[config.mk]
export PLATFORM = sky130hd
export DESIGN_NAME = lehmer_gray_encoder
export DESIGN_NICKNAME = d
export VERILOG_FILES = /design/src/rtl/lg_pkg.sv /design/src/rtl/lg_value_store.sv /design/src/rtl/lg_rank_counter.sv /design/src/rtl/lg_digit_fifo.sv /design/src/rtl/lg_bit_serializer.sv /design/src/rtl/lehmer_gray_encoder.sv
export SDC_FILE = /design/constraint.sdc
export NUM_CORES = 2
export LEC_CHECK = 0
export ABC_AREA = 1
export BUFFER_PORTS_ARGS = -buffer_cell sky130_fd_sc_hd__buf_4
export CAP_MARGIN = 10
export CELL_PAD_IN_SITES_DETAIL_PLACEMENT = 1
export CELL_PAD_IN_SITES_GLOBAL_PLACEMENT = 2
export CORE_ASPECT_RATIO = 0.6
export CORE_MARGIN = 8
export CORE_UTILIZATION = 39
export CTS_CLUSTER_SIZE = 25
export DETAILED_ROUTE_END_ITERATION = 12
export PLACE_DENSITY_LB_ADDON = 0.1
export SYNTH_ARGS = -nofsm -noshare
export SYNTH_HDL_FRONTEND = slang
export SYNTH_SLANG_ARGS = --single-unit
[constraint.sdc]
create_clock -name clk -period 9.45 [get_ports clk]
set_input_delay 1.89 -clock clk [delete_from_list [all_inputs] [get_ports clk]]
set_output_delay 1.89 -clock clk [all_outputs]
set_load 0.05 [all_outputs]
[src/rtl/lg_pkg.sv]
package lg_pkg;
  // ceil(log2(v)) for v >= 1; 0 for v <= 1
  function automatic int bits_for(input int v);
    int r;
    r = 0;
    for (int k = 0; k < 31; k++) begin
      if ((1 << k) < v) r = k + 1;
    end
    return r;
  endfunction
endpackage

[src/rtl/lg_value_store.sv]
module lg_value_store #(
  parameter int N  = 32,
  parameter int W  = 12,
  parameter int M  = 8,
  parameter int IW = 5,
  parameter int TW = 6
) (
  input  logic                clk,
  input  logic                rst_n,
  input  logic                wr_en,
  input  logic signed [W-1:0] wr_data,
  input  logic [IW-1:0]       src,
  input  logic [TW-1:0]       tgt,
  output logic                load_last,
  output logic signed [W-1:0] src_val,
  output logic signed [W-1:0] tgt_vals [M],
  output logic [M-1:0]        tgt_ok
);
  logic signed [W-1:0] vals_q [N];
  logic [IW-1:0]       wptr_q;

  assign load_last = wr_en && (wptr_q == IW'(N - 1));

  always_ff @(posedge clk or negedge rst_n) begin
    if (!rst_n) begin
      wptr_q <= '0;
    end else if (wr_en) begin
      wptr_q <= load_last ? '0 : wptr_q + IW'(1);
    end
  end

  always_ff @(posedge clk) begin
    if (wr_en) vals_q[wptr_q] <= wr_data;
  end

  assign src_val = vals_q[src];

  // window of M target entries starting at tgt
  always_comb begin
    for (int k = 0; k < M; k++) begin
      int idx;
      idx = int'(tgt) + k;
      if (idx < N) begin
        tgt_ok[k]   = 1'b1;
        tgt_vals[k] = vals_q[IW'(idx)];
      end else begin
        tgt_ok[k]   = 1'b0;
        tgt_vals[k] = '0;
      end
    end
  end

  // write pointer always addresses a real slot
  a_r1_wptr_range: assert property (@(posedge clk) disable iff (!rst_n)
    int'(wptr_q) < N);
endmodule

[src/rtl/lg_rank_counter.sv]
module lg_rank_counter
  import lg_pkg::*;
#(
  parameter int N  = 32,
  parameter int W  = 12,
  parameter int M  = 8,
  parameter int IW = 5,
  parameter int TW = 6,
  parameter int CW = 5,
  parameter int LW = 3,
  parameter int PW = 4
) (
  input  logic                clk,
  input  logic                rst_n,
  input  logic                start,
  input  logic signed [W-1:0] src_val,
  input  logic signed [W-1:0] tgt_vals [M],
  input  logic [M-1:0]        tgt_ok,
  input  logic                fifo_full,
  output logic                busy,
  output logic [IW-1:0]       src,
  output logic [TW-1:0]       tgt,
  output logic                push,
  output logic [CW-1:0]       push_gray,
  output logic [LW-1:0]       push_len
);
  logic          busy_q;
  logic [IW-1:0] src_q;
  logic [TW-1:0] tgt_q;
  logic [CW-1:0] cnt_q;
  logic [M-1:0]  hit;
  logic [PW-1:0] hits_n;
  logic [CW-1:0] sum;
  logic          last_chunk;
  logic          last_src;

  // parallel comparators: target strictly smaller than source
  for (genvar k = 0; k < M; k++) begin : g_cmp
    assign hit[k] = tgt_ok[k] && (tgt_vals[k] < src_val);
  end

  always_comb begin
    hits_n = '0;
    for (int k = 0; k < M; k++) hits_n = hits_n + PW'(hit[k]);
  end

  assign sum        = cnt_q + CW'(hits_n);
  assign last_chunk = (int'(tgt_q) + M) >= N;
  assign last_src   = (src_q == IW'(N - 2));
  assign push       = busy_q && last_chunk && !fifo_full;
  assign push_gray  = sum ^ (sum >> 1);
  assign push_len   = LW'(bits_for(N - int'(src_q)));
  assign busy       = busy_q;
  assign src        = src_q;
  assign tgt        = tgt_q;

  always_ff @(posedge clk or negedge rst_n) begin
    if (!rst_n) begin
      busy_q <= 1'b0;
      src_q  <= '0;
      tgt_q  <= '0;
      cnt_q  <= '0;
    end else if (!busy_q) begin
      if (start) begin
        busy_q <= 1'b1;
        src_q  <= '0;
        tgt_q  <= TW'(1);
        cnt_q  <= '0;
      end
    end else if (!last_chunk) begin
      cnt_q <= sum;
      tgt_q <= tgt_q + TW'(M);
    end else if (!fifo_full) begin
      cnt_q <= '0;
      if (last_src) begin
        busy_q <= 1'b0;
      end else begin
        src_q <= src_q + IW'(1);
        tgt_q <= TW'(src_q) + TW'(2);
      end
    end
  end

  // running count never exceeds the entries already swept
  a_r2_count_bound: assert property (@(posedge clk) disable iff (!rst_n)
    busy_q |-> (int'(cnt_q) <= int'(tgt_q) - int'(src_q) - 1));
  // target always lies after the source while counting
  a_r2_tgt_after_src: assert property (@(posedge clk) disable iff (!rst_n)
    busy_q |-> (int'(tgt_q) > int'(src_q)));
  // each emitted digit advances the source by one
  a_r4_src_step: assert property (@(posedge clk) disable iff (!rst_n)
    (push && !last_src) |=> (busy_q && src_q == $past(src_q) + IW'(1)));
  // every emitted digit has a nonzero width
  a_r3_len_nonzero: assert property (@(posedge clk) disable iff (!rst_n)
    push |-> (push_len != '0));
  // a finished digit blocked by a full queue freezes the sequencer
  a_r6_stall_hold: assert property (@(posedge clk) disable iff (!rst_n)
    (busy_q && last_chunk && fifo_full) |=> (busy_q && $stable(src_q) && $stable(tgt_q)));
endmodule

[src/rtl/lg_digit_fifo.sv]
module lg_digit_fifo #(
  parameter int DW    = 8,
  parameter int DEPTH = 32
) (
  input  logic          clk,
  input  logic          rst_n,
  input  logic          push,
  input  logic [DW-1:0] din,
  output logic          full,
  input  logic          pop,
  output logic [DW-1:0] dout,
  output logic          empty
);
  localparam int AW = (DEPTH > 1) ? $clog2(DEPTH) : 1;

  logic [DW-1:0] mem_q [DEPTH];
  logic [AW-1:0] wp_q, rp_q;
  logic [AW:0]   cnt_q;

  assign full  = (cnt_q == (AW+1)'(DEPTH));
  assign empty = (cnt_q == '0);
  assign dout  = mem_q[rp_q];

  always_ff @(posedge clk or negedge rst_n) begin
    if (!rst_n) begin
      wp_q  <= '0;
      rp_q  <= '0;
      cnt_q <= '0;
    end else begin
      if (push) wp_q <= (int'(wp_q) == DEPTH - 1) ? '0 : wp_q + AW'(1);
      if (pop)  rp_q <= (int'(rp_q) == DEPTH - 1) ? '0 : rp_q + AW'(1);
      if (push && !pop)      cnt_q <= cnt_q + (AW+1)'(1);
      else if (pop && !push) cnt_q <= cnt_q - (AW+1)'(1);
    end
  end

  always_ff @(posedge clk) begin
    if (push) mem_q[wp_q] <= din;
  end

  // no digit is written into a full queue
  a_r6_no_overflow: assert property (@(posedge clk) disable iff (!rst_n)
    push |-> !full);
  // no digit is read from an empty queue
  a_r6_no_underflow: assert property (@(posedge clk) disable iff (!rst_n)
    pop |-> !empty);
endmodule

[src/rtl/lg_bit_serializer.sv]
module lg_bit_serializer #(
  parameter int CW = 5,
  parameter int LW = 3
) (
  input  logic          clk,
  input  logic          rst_n,
  input  logic          fifo_empty,
  input  logic [CW-1:0] fifo_gray,
  input  logic [LW-1:0] fifo_len,
  output logic          pop,
  output logic          out_valid,
  input  logic          out_ready,
  output logic          out_bit
);
  logic [CW-1:0] sh_q;
  logic [LW-1:0] rem_q;

  assign pop       = (rem_q == '0) && !fifo_empty;
  assign out_valid = (rem_q != '0);

  always_comb begin
    out_bit = 1'b0;
    for (int b = 0; b < CW; b++) begin
      if (int'(rem_q) == b + 1) out_bit = sh_q[b];
    end
  end

  always_ff @(posedge clk or negedge rst_n) begin
    if (!rst_n) begin
      sh_q  <= '0;
      rem_q <= '0;
    end else if (pop) begin
      sh_q  <= fifo_gray;
      rem_q <= fifo_len;
    end else if (out_valid && out_ready) begin
      rem_q <= rem_q - LW'(1);
    end
  end

  // an untaken bit stays put
  a_r6_hold_bit: assert property (@(posedge clk) disable iff (!rst_n)
    (out_valid && !out_ready) |=> (out_valid && $stable(out_bit)));
  // remaining width never exceeds the digit register
  a_r3_rem_range: assert property (@(posedge clk) disable iff (!rst_n)
    int'(rem_q) <= CW);
endmodule

[src/rtl/lehmer_gray_encoder.sv]
module lehmer_gray_encoder #(
  parameter int N      = 32,
  parameter int W      = 12,
  parameter int M      = 8,
  parameter int FDEPTH = 32
) (
  input  logic         clk,
  input  logic         rst_n,
  input  logic         in_valid,
  output logic         in_ready,
  input  logic [W-1:0] in_data,
  output logic         busy,
  output logic         out_valid,
  input  logic         out_ready,
  output logic         out_bit
);
  localparam int IW = $clog2(N);
  localparam int TW = $clog2(N + M + 1);
  localparam int CW = $clog2(N);
  localparam int LW = $clog2(CW + 1);
  localparam int PW = $clog2(M + 1);
  localparam int DW = CW + LW;

  logic                wr_en, load_last;
  logic [IW-1:0]       src;
  logic [TW-1:0]       tgt;
  logic signed [W-1:0] src_val;
  logic signed [W-1:0] tgt_vals [M];
  logic [M-1:0]        tgt_ok;
  logic                push, pop, fifo_full, fifo_empty;
  logic [CW-1:0]       push_gray, pop_gray;
  logic [LW-1:0]       push_len, pop_len;

  assign in_ready = !busy;
  assign wr_en    = in_valid && in_ready;

  lg_value_store #(.N(N), .W(W), .M(M), .IW(IW), .TW(TW)) u_store (
    .clk(clk), .rst_n(rst_n), .wr_en(wr_en), .wr_data($signed(in_data)),
    .src(src), .tgt(tgt), .load_last(load_last), .src_val(src_val),
    .tgt_vals(tgt_vals), .tgt_ok(tgt_ok)
  );

  lg_rank_counter #(.N(N), .W(W), .M(M), .IW(IW), .TW(TW), .CW(CW), .LW(LW), .PW(PW)) u_count (
    .clk(clk), .rst_n(rst_n), .start(load_last), .src_val(src_val),
    .tgt_vals(tgt_vals), .tgt_ok(tgt_ok), .fifo_full(fifo_full),
    .busy(busy), .src(src), .tgt(tgt), .push(push),
    .push_gray(push_gray), .push_len(push_len)
  );

  lg_digit_fifo #(.DW(DW), .DEPTH(FDEPTH)) u_fifo (
    .clk(clk), .rst_n(rst_n), .push(push), .din({push_gray, push_len}),
    .full(fifo_full), .pop(pop), .dout({pop_gray, pop_len}), .empty(fifo_empty)
  );

  lg_bit_serializer #(.CW(CW), .LW(LW)) u_ser (
    .clk(clk), .rst_n(rst_n), .fifo_empty(fifo_empty), .fifo_gray(pop_gray),
    .fifo_len(pop_len), .pop(pop), .out_valid(out_valid),
    .out_ready(out_ready), .out_bit(out_bit)
  );

  // accepting the last value of a block starts the count
  a_r1_start_busy: assert property (@(posedge clk) disable iff (!rst_n)
    load_last |=> busy);
  // reset leaves the block idle
  a_r7_reset_idle: assert property (@(posedge clk)
    !rst_n |-> (!busy && !out_valid));
endmodule

==> impl_metrics.json <==
{
  "cts_tree": "built",
  "drtPass1Iterations": 6,
  "wl_met1_mm": 112,
  "numCtsBuffers": 74,
  "core_um2": 117000,
  "setup-tns-final_ns": 0,
  "worst-endpoint-required_ns": 9.87,
  "syn2layout_area_growth_pct": 10.4,
  "fill_cells": 14000,
  "synth_area_um2": 45800,
  "grt_pass1_wl_mm": 332,
  "drc": 0,
  "period_needed_ns": 9.00,
  "synth_cell_types": 50,
  "drt_iter0_drc": 6751,
  "syn_inst": 5906,
  "fin_crit_sh_pct": 95.2,
  "cp-end-kind": "register",
  "path_clk_slew_ns": 0.06,
  "status": "finished, final reports clean",
  "post_cts_resized": 0,
  "dieArea_um2": 129000,
  "io_buffers": 19,
  "slew_headroom_pct": 9.81,
  "highest_layer": "met5",
  "grt_pass1_vias": 43000,
  "async_flop_share_pct": 6.71,
  "ys_ff_latch": 686,
  "synth_fp_nets": 6062,
  "grt_max_degree": 139,
  "grt_usage_pct": 35.6,
  "critPathMaxFanout": 32,
  "antenna_found_initial": 14,
  "die_w_um": 458,
  "drv_cap": 0,
  "cp-start-kind": "register",
  "h-tree-depth": 3,
  "layout.nets": 5914,
  "ys_warn_count": 0,
  "synthFlopType": "edfxtp_1",
  "critical_path_class": "register to register",
  "worst_pin_slew_ns": 1.34,
  "postRouteWirelength_mm": 238,
  "finalSetupViolCount": 0,
  "cts_hold_buf": 0,
  "hp-class": "register to register",
  "start_util_pct": 39.3,
  "grt_overflow_total": 0,
  "seq_area_frac_synth_pct": 44.5,
  "rsz0062_at_grt": "false",
  "gp_congestion": 0.979,
  "crit_arrival_ns": 9.41,
  "vias": 46700,
  "postCtsSetupRepairBufs": 0,
  "io_pins": 20,
  "layout-drive-gt1-share_pct": 7.44,
  "cts_root_buf": "clkbuf_16",
  "wl_met2_mm": 86.3,
  "fin_worst_skew_ns": 0.0565,
  "via_per_inst": 6.34,
  "place_hpwl_mm": 169,
  "avgSynthCellArea_um2": 7.75,
  "hold_viol_final": 0,
  "clock_path_buffers": 3,
  "wl_met3_mm": 32.7,
  "cts_sinks": 686,
  "die-height_um": 281,
  "slew_violations": 0,
  "clk-insertion-delay-late_ns": 0.73,
  "placementRows": 97,
  "wl_per_cell_um": 32.3,
  "drtAntennaViolNets": 0,
  "fmax_mhz": 111,
  "synth_edf_count": 640
}
## metal layers
metal,vias to the layer above,track usage (%)
met1,23300,55.7
met2,2584,45.1
met4,4,9.11
met3,341,12.6
li1,20400,-
met5,-,0
## logic make-up (layout without fill, tap and decap cells)
family                     after synthesis  count (layout)  synth area share (%)
and+or+nand+nor                       2335            2335                  20.5
AOI/OAI and AO/OA                     1909            1909                  23.2
buffers and inverters                  815             727                  7.38
DFF                                    686             686                  44.5
adders and majority gates              140             140                  3.93
xor gates and xnor gates                21              21                 0.418
other                                    0               4                     0
## cells in the mapped netlist, types with 3 or more instances
cell | instances | area [µm²]
a211oi_1 | 47 | 353
a21oi_1 | 388 | 1940
a221oi_1 | 76 | 666
a311oi_1 | 25 | 219
a31o_2 | 3 | 26.3
a31oi_1 | 13 | 81.3
buf_1 | 55 | 206
buf_2 | 89 | 445
buf_4 | 33 | 248
buf_6 | 11 | 124
clkbuf_1 | 260 | 976
clkinv_1 | 3 | 11.3
dfrtp_1 | 46 | 1150
edfxtp_1 | 640 | 19200
fa_1 | 6 | 120
ha_1 | 134 | 1680
inv_1 | 346 | 1300
inv_2 | 18 | 67.6
nand2_1 | 1451 | 5450
nand2_2 | 3 | 18.8
nand3_1 | 342 | 1710
nand3b_1 | 6 | 45.0
nand4_1 | 21 | 131
nor2_1 | 425 | 1600
nor3_1 | 74 | 370
o211ai_1 | 47 | 353
o21ai_0 | 946 | 4730
o21ai_1 | 216 | 1080
o221a_1 | 22 | 248
o221a_2 | 7 | 78.8
o221ai_1 | 22 | 193
o22ai_1 | 83 | 519
or2_0 | 4 | 25.0
or2_2 | 4 | 25.0
xnor2_1 | 4 | 35.0
xor2_1 | 16 | 140
## metrics by stage
step           setup slack (ns)  hold WS, ns  util [%]  instances  cell area [µm²]
6_report                  0.453        0.491      43.4       7356            50500
5_1_grt                   0.193        0.540      43.4       7352            50500
4_1_cts                   0.703        0.495      43.4       7352            50500
3_5_place_dp              0.705        0.480      41.1       7216            47900
3_3_place_gp              0.767        0.475      41.1       7216            47900
2_1_floorplan             0.768        0.448         -       5906            45800
## critical path, cell delays in order (launching register included)
cell	delay (ns)
dfrtp_4	0.76
ha_1	0.45
nand3_1	0.15
xor2_1	0.18
a21oi_1	0.49
inv_1	0.54
a311oi_1	0.56
ha_1	0.33
nand2_1	0.14
nor2_1	0.07
a211oi_1	0.45
o221a_2	0.30
nand3_1	0.07
nand2_1	0.06
nor2_1	0.05
ha_1	0.27
inv_1	0.05
fa_1	0.50
fa_1	0.63
fa_1	0.51
fa_1	0.50
fa_1	0.42
or2_2	0.32
a21oi_1	0.12
or2_2	0.13
xor2_1	0.31
inv_1	0.14
buf_12	0.19
## registers in the layout (all words and copies together), names as in the netlist
signal and count:
u_fifo.rp_q 5, u_fifo.mem_q 256, u_fifo.wp_q 5, u_count.src 5, u_count.tgt 6, u_store.wptr_q 5
u_ser.rem_q 3, u_store.vals_q 384, u_count.busy 1, u_ser.sh_q 5, u_count.cnt_q 5, u_fifo.cnt_q 6
## area by class of cell
cell class	count	area (µm²)	share of cell area (%)
multi-input combinational	4405	22300	44.1
sequential	686	20400	40.4
clock buffer	95	1990	3.94
timing repair buffer	224	1930	3.82
tap	1534	1920	3.80
inverter	367	1410	2.79
clock inverter	41	606	1.20
antenna	4	10.0	0.0198
## worst paths after layout
path,start,endpoint,slack (ns),depth (start not counted)
setup / recovery,u_count.tgt[2],u_fifo.mem_q[23][7],0.45,27
hold / removal,u_ser.sh_q[4],u_ser.sh_q[4],0.49,2
setup reg to reg,u_count.tgt[2],u_fifo.mem_q[23][7],0.45,27
hold reg to reg,u_ser.sh_q[4],u_ser.sh_q[4],0.49,2
max in group asynchronous,rst_n,u_count.src[0],7.47,1
min in group asynchronous,rst_n,u_fifo.rp_q[3],1.31,1
## cell usage in the layout, fill, tap and decap left out, types with 31 or more instances in the layout
master and n:
inv_1 341, clkbuf_16 75, o211ai_1 47, a221oi_1 76, o22ai_1 82, buf_4 204, nand3_1 342, edfxtp_1 640
nor2_2 31, dfrtp_1 37, nand2_1 1451, o21ai_0 946, nor2_1 392, nor3_1 72, ha_1 132, o21ai_1 216
a211oi_1 47, a21oi_1 387
Power is left out: the tool's default activity adds up to more than one toggle a clock period on the data nets, which glitch-free logic cannot reach.
